<file path="src/rtl/pam_pkg.sv">
// Package: shared constants, register offsets, reset values and the
// width-code decode for the receive address matcher.
// Assumes: addresses of at most 5 bytes, at most 8 pipes (3-bit pipe number).
package pam_pkg;

    localparam int BYTE_W     = 8;
    localparam int MAX_BYTES  = 5;
    localparam int ADDR_W     = BYTE_W * MAX_BYTES;
    localparam int NUM_PIPES  = 6;
    localparam int PIPE_W     = 3;
    localparam int CFG_AW     = 5;
    localparam int CNT_W      = 3;

    // Register offsets used by the driver software
    localparam logic [CFG_AW-1:0] OFS_ENABLE = 5'h02;
    localparam logic [CFG_AW-1:0] OFS_WIDTH  = 5'h03;
    localparam logic [CFG_AW-1:0] OFS_FULL0  = 5'h0A;
    localparam logic [CFG_AW-1:0] OFS_FULL1  = 5'h0B;
    localparam logic [CFG_AW-1:0] OFS_LOW2   = 5'h0C;
    localparam logic [CFG_AW-1:0] OFS_TXADR  = 5'h10;

    // Reset values
    localparam logic [ADDR_W-1:0] RST_FULL0  = 40'hE7E7E7E7E7;
    localparam logic [ADDR_W-1:0] RST_FULL1  = 40'hC2C2C2C2C2;
    localparam logic [ADDR_W-1:0] RST_TXADR  = 40'hE7E7E7E7E7;
    localparam int                RST_LOW2   = 'hC3;
    localparam logic [NUM_PIPES-1:0] RST_ENABLE = 6'h03;

    localparam logic [PIPE_W-1:0] NO_PIPE = 3'd7;

    typedef enum logic [1:0] {
        WIDTH_BAD = 2'b00,
        WIDTH_3   = 2'b01,
        WIDTH_4   = 2'b10,
        WIDTH_5   = 2'b11
    } width_code_t;

    // Compare length in bytes; the illegal code still spans 3 bytes
    function automatic logic [CNT_W-1:0] width_len(input logic [1:0] code);
        case (code)
            WIDTH_4: width_len = 3'd4;
            WIDTH_5: width_len = 3'd5;
            default: width_len = 3'd3;
        endcase
    endfunction

endpackage

</file>
<file path="src/rtl/pam_cfg_regs.sv">
// Configuration registers: pipe enables, width code, two full-width pipe
// addresses, low bytes for the remaining pipes and the transmit address.
// Presents every pipe's effective address: pipes 2 and up take their upper
// bytes from pipe 1. Assumes NUM_PIPES >= 2.
module pam_cfg_regs
    import pam_pkg::*;
#(
    parameter int N_PIPES = NUM_PIPES
) (
    input  logic                          clk,
    input  logic                          rst_n,
    input  logic                          we,
    input  logic [CFG_AW-1:0]             waddr,
    input  logic [ADDR_W-1:0]             wdata,
    input  logic [CFG_AW-1:0]             raddr,
    output logic [ADDR_W-1:0]             rdata,
    output logic [N_PIPES-1:0]            pipe_en,
    output logic [1:0]                    width_code,
    output logic [N_PIPES-1:0][ADDR_W-1:0] pipe_addr
);

    localparam int N_LOW = N_PIPES - 2;

    logic [ADDR_W-1:0]            full0_q;
    logic [ADDR_W-1:0]            full1_q;
    logic [ADDR_W-1:0]            txadr_q;
    logic [N_PIPES-1:0]           en_q;
    logic [1:0]                   width_q;
    logic [N_LOW-1:0][BYTE_W-1:0] low_q;

    // Shared registers: enables, width, full addresses, transmit address
    always_ff @(posedge clk) begin
        if (!rst_n) begin
            en_q    <= RST_ENABLE;
            width_q <= WIDTH_5;
            full0_q <= RST_FULL0;
            full1_q <= RST_FULL1;
            txadr_q <= RST_TXADR;
        end else if (we) begin
            case (waddr)
                OFS_ENABLE: en_q    <= wdata[N_PIPES-1:0];
                OFS_WIDTH:  width_q <= wdata[1:0];
                OFS_FULL0:  full0_q <= wdata;
                OFS_FULL1:  full1_q <= wdata;
                OFS_TXADR:  txadr_q <= wdata;
                default: ;
            endcase
        end
    end

    // One low-byte register per shared-prefix pipe, each with its own reset value
    for (genvar p = 0; p < N_LOW; p++) begin : g_low
        localparam logic [CFG_AW-1:0] MY_OFS = CFG_AW'(int'(OFS_LOW2) + p);
        always_ff @(posedge clk) begin
            if (!rst_n)
                low_q[p] <= BYTE_W'(RST_LOW2 + p);
            else if (we && waddr == MY_OFS)
                low_q[p] <= wdata[BYTE_W-1:0];
        end
        assign pipe_addr[p+2] = {full1_q[ADDR_W-1:BYTE_W], low_q[p]};
    end

    assign pipe_addr[0] = full0_q;
    assign pipe_addr[1] = full1_q;
    assign pipe_en      = en_q;
    assign width_code   = width_q;

    // Read mux: zero-extended register contents, zero for unmapped offsets
    always_comb begin
        rdata = '0;
        case (raddr)
            OFS_ENABLE: rdata[N_PIPES-1:0] = en_q;
            OFS_WIDTH:  rdata[1:0]         = width_q;
            OFS_FULL0:  rdata              = full0_q;
            OFS_FULL1:  rdata              = full1_q;
            OFS_TXADR:  rdata              = txadr_q;
            default: begin
                for (int p = 0; p < N_LOW; p++) begin
                    if (int'(raddr) == int'(OFS_LOW2) + p)
                        rdata[BYTE_W-1:0] = low_q[p];
                end
            end
        endcase
    end

endmodule

</file>
<file path="src/rtl/pam_byte_cmp.sv">
// Per-pipe byte comparator. Keeps a running "all bytes so far equal" flag
// and reports whether the address, including the current byte, matches.
// Assumes byte_idx is 0 whenever first is high.
module pam_byte_cmp
    import pam_pkg::*;
(
    input  logic              clk,
    input  logic              rst_n,
    input  logic              step,
    input  logic              first,
    input  logic [CNT_W-1:0]  byte_idx,
    input  logic [BYTE_W-1:0] byte_in,
    input  logic [ADDR_W-1:0] ref_addr,
    output logic              full_ok
);

    logic [BYTE_W-1:0] ref_byte;
    logic              eq_now;
    logic              run_ok_q;

    // Select the reference byte for the current position
    always_comb begin
        ref_byte = '0;
        for (int k = 0; k < MAX_BYTES; k++) begin
            if (int'(byte_idx) == k)
                ref_byte = ref_addr[k*BYTE_W +: BYTE_W];
        end
    end

    assign eq_now = (byte_in == ref_byte);

    // Running equality over the bytes taken so far
    always_ff @(posedge clk) begin
        if (!rst_n)
            run_ok_q <= 1'b0;
        else if (step)
            run_ok_q <= first ? eq_now : (run_ok_q & eq_now);
    end

    assign full_ok = eq_now & (first | run_ok_q);

endmodule

</file>
<file path="src/rtl/pam_prio_pick.sv">
// Fixed-priority picker: lowest-numbered candidate wins; NO_PIPE when none.
module pam_prio_pick
    import pam_pkg::*;
#(
    parameter int N_CAND = NUM_PIPES
) (
    input  logic [N_CAND-1:0] cand,
    output logic              any,
    output logic [PIPE_W-1:0] idx
);

    // Scan from the top so the lowest set bit is written last
    always_comb begin
        idx = NO_PIPE;
        for (int p = N_CAND - 1; p >= 0; p--) begin
            if (cand[p])
                idx = PIPE_W'(p);
        end
    end

    assign any = |cand;

endmodule

</file>
<file path="src/rtl/pipe_addr_matcher.sv">
// Top: receive address matcher. Counts address bytes of a frame (started by
// in_first), runs a comparator per pipe and registers a one-cycle result
// once the configured number of bytes has been taken.
// Assumes the minimum address length (3) exceeds 1, so the first byte is
// never the last.
module pipe_addr_matcher
    import pam_pkg::*;
(
    input  logic              clk,
    input  logic              rst_n,
    input  logic              cfg_we,
    input  logic [4:0]        cfg_waddr,
    input  logic [39:0]       cfg_wdata,
    input  logic [4:0]        cfg_raddr,
    output logic [39:0]       cfg_rdata,
    input  logic              in_valid,
    input  logic              in_first,
    input  logic [7:0]        in_byte,
    output logic              match_done,
    output logic              match_hit,
    output logic [2:0]        match_pipe
);

    logic [NUM_PIPES-1:0]             pipe_en;
    logic [1:0]                       width_code;
    logic [NUM_PIPES-1:0][ADDR_W-1:0] pipe_addr;
    logic [NUM_PIPES-1:0]             full_ok;
    logic [NUM_PIPES-1:0]             cand;
    logic                             any_hit;
    logic [PIPE_W-1:0]                win_idx;

    logic                             active_q;
    logic [CNT_W-1:0]                 cnt_q;
    logic [CNT_W-1:0]                 len_q;
    logic                             legal_q;

    logic                             step;
    logic [CNT_W-1:0]                 cur_idx;
    logic [CNT_W-1:0]                 cur_len;
    logic                             cur_legal;
    logic                             last_byte;

    pam_cfg_regs #(.N_PIPES(NUM_PIPES)) u_regs (
        .clk        (clk),
        .rst_n      (rst_n),
        .we         (cfg_we),
        .waddr      (cfg_waddr),
        .wdata      (cfg_wdata),
        .raddr      (cfg_raddr),
        .rdata      (cfg_rdata),
        .pipe_en    (pipe_en),
        .width_code (width_code),
        .pipe_addr  (pipe_addr)
    );

    // Frame position: a first byte restarts, other bytes count only in a frame
    assign step      = in_valid & (in_first | active_q);
    assign cur_idx   = in_first ? '0 : cnt_q;
    assign cur_len   = in_first ? width_len(width_code) : len_q;
    assign cur_legal = in_first ? (width_code != WIDTH_BAD) : legal_q;
    assign last_byte = step & (cur_idx == cur_len - 3'd1);

    // Byte counter and per-frame latched width
    always_ff @(posedge clk) begin
        if (!rst_n) begin
            active_q <= 1'b0;
            cnt_q    <= '0;
            len_q    <= 3'd5;
            legal_q  <= 1'b1;
        end else if (in_valid && in_first) begin
            active_q <= 1'b1;
            cnt_q    <= 3'd1;
            len_q    <= width_len(width_code);
            legal_q  <= (width_code != WIDTH_BAD);
        end else if (step) begin
            if (last_byte) begin
                active_q <= 1'b0;
                cnt_q    <= '0;
            end else begin
                cnt_q <= cnt_q + 3'd1;
            end
        end
    end

    for (genvar p = 0; p < NUM_PIPES; p++) begin : g_cmp
        pam_byte_cmp u_cmp (
            .clk      (clk),
            .rst_n    (rst_n),
            .step     (step),
            .first    (in_first),
            .byte_idx (cur_idx),
            .byte_in  (in_byte),
            .ref_addr (pipe_addr[p]),
            .full_ok  (full_ok[p])
        );
    end

    assign cand = full_ok & pipe_en;

    pam_prio_pick #(.N_CAND(NUM_PIPES)) u_pick (
        .cand (cand),
        .any  (any_hit),
        .idx  (win_idx)
    );

    // Registered one-cycle result
    always_ff @(posedge clk) begin
        if (!rst_n) begin
            match_done <= 1'b0;
            match_hit  <= 1'b0;
            match_pipe <= NO_PIPE;
        end else begin
            match_done <= last_byte;
            match_hit  <= last_byte & cur_legal & any_hit;
            match_pipe <= (last_byte && cur_legal && any_hit) ? win_idx : NO_PIPE;
        end
    end

endmodule

</file>
<file path="config.mk">
export PLATFORM = sky130hd
export DESIGN_NAME = pipe_addr_matcher
export DESIGN_NICKNAME = d
export VERILOG_FILES = /design/src/rtl/pam_pkg.sv /design/src/rtl/pam_cfg_regs.sv /design/src/rtl/pam_byte_cmp.sv /design/src/rtl/pam_prio_pick.sv /design/src/rtl/pipe_addr_matcher.sv
export SDC_FILE = /design/constraint.sdc
export NUM_CORES = 1
export LEC_CHECK = 0
export ABC_AREA = 1
export BUFFER_PORTS_ARGS = -buffer_cell sky130_fd_sc_hd__buf_2
export CAP_MARGIN = 20
export CORE_ASPECT_RATIO = 1.1
export CORE_UTILIZATION = 54
export DETAILED_ROUTE_END_ITERATION = 12
export GPL_TIMING_DRIVEN = 0
export PLACE_DENSITY = 0.87
export SYNTH_ARGS = -nofsm -noshare
export SYNTH_HDL_FRONTEND = slang
export SYNTH_SLANG_ARGS = --single-unit
</file>
<file path="constraint.sdc">
create_clock -name clk -period 2 [get_ports clk]
set_input_delay 0.1 -clock clk [delete_from_list [all_inputs] [get_ports clk]]
set_output_delay 0.1 -clock clk [all_outputs]
set_load 0.02 [all_outputs]
</file>
==> impl_metrics.tcl <==
set metrics [dict create \
    grt_usage_pct 43.40 \
    die_h_um 144.1 \
    ys_warn_count 0 \
    internal_power_w 0.005914 \
    synth_fp_nets 1631 \
    reg2reg_slack_ps -470 \
    synth.distinct_cells 46 \
    violations "setup timing" \
    vias_per_cell 6.159 \
    dp_hpwl_um 29220 \
    synthDominantCellAreaShare_pct 36.17 \
    hold_depth 3 \
    end_kind "flop" \
    synthTopCellsByArea "dfxtp_1 36%, nand2_1 20%, nand3_1 9.5%" \
    pwr-share-comb_pct 15.3 \
    final_nets 1809 \
    num_vias 12290 \
    clockBufferDepth 2 \
    r2r_cells 15 \
    port_buffers 100 \
    drtIter0Drc 1767 \
    clock-sinks 179 \
    grt_pass1_vias 11310 \
    wirelength_um 41440 \
    place_congestion 1.037 \
    setup_tns_ps -2837 \
    synth_top_cell_by_area "dfxtp_1" \
    synth_flop_cell "dfxtp_1" \
    maxSlewViolCount 0 \
    crit_slowest_cell "dfxtp_4" \
    pre_cts_ws_ps -742.5 \
    hold_path_class "input pin to flop" \
    num_io_pins 108 \
    synth_area_um2 9907 \
    rsz0062_at_grt "yes" \
    powerDensity_nw_per_um2 687.6 \
    min_to "u_regs.txadr_q[6]$_SDFFE_PN1P_" \
    maxSlewHeadroom_pct 43.45 \
    multiInputGateArea_um2 6056 \
    grt_pass1_wl_um 62130 \
    core_area_um2 17800 \
    syn_to_final_growth_pct 26.16 \
    outcome "finished, violations left" \
    async_flop_share_pct 0 \
    numCtsBuffers 17 \
    required_ps 2340 \
    worst_slew_pin_slew_ps 848.2 \
    min_period_over_period_pct 123.5 \
    cts_tree "yes" \
    synth_edf_count 0 \
    die_area_um2 18890 \
    cp_slowest_stage_delay_ps 380 \
    drive_above_1_share_pct 19.07 \
    postSynthCellCount 1566 \
    avgSynthCellArea_um2 6.326 \
    chipWidth_um 131.1 \
    nFillCells 1476 \
    pwr-share-seq_pct 42.7 \
    initial_utilization_pct 55.65 \
    grt_overflow 0 \
    clk_latency_ps 450 \
    ir_worst_vdd_mv 0.6236 \
    ys_ff_latch 179 \
    crit_path_cell_trace "buf_12 -> nor2_4 -> nand2_4 -> o22ai_4 -> inv_1 -> nand4_1 -> o21ai_1 -> nand2_1 -> nand3b_1 -> nor2_2 -> nand4_1 -> nand2_2 -> nand2_2 -> nand3_2 -> nand2_1" \
    clkPwrFrac_pct 41.9 \
    regToRegEndpoint "match_pipe[0]$_SDFF_PN1_" \
    r2r-start "cnt_q[1]$_SDFFE_PP0P_" \
    crit_path_start_kind "flop" \
    switchingPower_w 0.002680 \
    final-seq-area_um2 3591 \
    h-tree-depth 4 \
    crit_fanout 8 \
    hp-start "cfg_wdata[6]" \
    diodes 0 \
    antenna_found_initial 1 \
    p_leak_nw 6.311 \
    path_class "flop to flop" \
    avgRoutedWirePerCell_um 20.77 \
    period_minus_slack_ps 2470 \
    place_inst 1905 \
    hold_viol 0 \
    cap_viol_max_count 0 \
    first_pass_iters 6 \
    critical_path_arrival_ps 2810 \
    setup_viol 11 \
    layout_setup_ws_ps -470.1 \
    instances_no_fill 1995 \
    clockRootBuffer "clkbuf_16" \
    path_clk_slew_ps 80 \
    p_sw_share_pct 31.19 \
    grt_max_degree 21 \
    fin_worst_skew_ps 14.29 \
    drc 0 \
    ant_nets 0 \
    fmax_mhz 404.8 \
    synth_seq_area_share_pct 36.17 \
    num_rows 51 \
]
==> cell usage after synthesis, drive strengths merged, types with 8 or more instances <==
cell type and count:
nand4 8, o21ai 129, nor3 8, o22ai 10, a21oi 45, or2 20
inv 95, a221oi 8, nand3 190, a22oi 33, clkbuf 63, nand2 526
o211ai 29, dfxtp 179, nor2 169, buf 24
==> cell families (layout without fill, tap and decap cells) <==
group,after synthesis,count (layout),synth area share [%]
and+or+nand+nor,923,924,39.18
AOI/OAI and AO/OA,266,266,16.06
buffers and inverters,188,378,7.628
DFF,179,179,36.17
xor gates and xnor gates,8,8,0.7073
adders and majority gates,2,2,0.2525
==> cell type report <==
type                       count  area share, %
timing repair buffer         160          8.760
multi-input combinational   1200          48.45
sequential                   179          28.73
buffer                        85          3.474
clock buffer                  17          3.404
inverter                     101          3.153
clock inverter                15          1.642
tap                          238          2.383
==> cell usage in the layout (no fill, tap or decap), types with 6 or more instances in the layout <==
master / count
a221oi_1: 6
o211ai_1: 29
o21ai_0: 109
a21oi_2: 6
nand3_1: 160
or2_2: 9
o22ai_1: 8
nand2_1: 484
nand2_2: 34
nand3_2: 27
dfxtp_1: 177
inv_1: 87
nor2_2: 18
buf_2: 111
nand2_4: 7
a22oi_1: 33
or2_4: 6
o21ai_1: 16
clkbuf_16: 18
clkbuf_1: 50
clkbuf_2: 10
a21oi_1: 39
nor2_1: 148
dlygate4sd3_1: 32
nand4_1: 8
buf_4: 23
buf_6: 10
xor2_1: 7
==> routing by layer <==
metal | routed length (um) | track usage (%)
met5 | 13 | 0
met4 | 2801 | 28.24
met3 | 5417 | 9.148
met2 | 18360 | 69.90
met1 | 14850 | 52.96
==> metrics by stage <==
| stage | area [um2] | hold slack [ps] | total power [W] | utilization (%) |
|---|---|---|---|---|
| 2_1_floorplan | 9931 | 213.2 | 0.004409 | - |
| 3_3_place_gp | 10730 | 331.8 | 0.004784 | 60.26 |
| 3_5_place_dp | 10730 | 336.2 | 0.004799 | 60.29 |
| 4_1_cts | 12140 | 16.34 | 0.008422 | 68.19 |
| 5_1_grt | 12500 | 31.25 | 0.008806 | 70.20 |
| 6_report | 12500 | 20.42 | 0.008594 | 70.20 |
==> sequential cells by signal, summed over array words and instances, names as in the netlist, 2 cells and up <==
name                  cells
len_q                     3
u_regs.width_code         2
u_regs.pipe_addr         32
cnt_q                     3
u_regs.full0_q           40
match_pipe                3
g_cmp.u_cmp.run_ok_q      6
u_regs.pipe_en            6
u_regs.txadr_q           40
u_regs.full1_q           40
==> power by group through the flow <==
stage,registers (W),logic [W],clock network (W)
after floorplan,0.00373,0.000674,0
after global placement,0.00375,0.00103,0
after detailed placement,0.00375,0.00105,0
after CTS,0.00367,0.00119,0.00356
after global routing,0.00368,0.00142,0.00371
final,0.00367,0.00132,0.00360
==> timing repair <==
item	4_1_cts	5_1_grt
buffers inserted	23	5
hold buffers	32	0
cloned	1	2
resized for setup	70	99
pin swaps	22	46
setup endpoints to repair	44	51
hold endpoints to repair	94	0
==> worst max path at each step <==
| stage | startpoint | endpoint | slack, ps | cells after the start |
|---|---|---|---|---|
| floorplan | cnt_q[0]$_SDFFE_PN0P_ | match_pipe[0]$_SDFF_PN1_ | 5 | 14 |
| global placement | cnt_q[0]$_SDFFE_PN0P_ | match_pipe[0]$_SDFF_PN1_ | -710 | 15 |
| detailed placement | cnt_q[0]$_SDFFE_PN0P_ | match_pipe[0]$_SDFF_PN1_ | -740 | 15 |
| CTS | cnt_q[1]$_SDFFE_PP0P_ | match_pipe[0]$_SDFF_PN1_ | -370 | 15 |
| global route | cnt_q[0]$_SDFFE_PN0P_ | match_pipe[1]$_SDFF_PN1_ | -570 | 20 |
| finish | cnt_q[1]$_SDFFE_PP0P_ | match_pipe[0]$_SDFF_PN1_ | -470 | 15 |
==> worst max-delay path: cells and delay by family (launching register included) <==
kind,cells,cell delay (ps)
flops,1,380
simple gates,11,1390
buf+inv,2,200
compound gates,2,390
(Power assumes the default switching activity.)
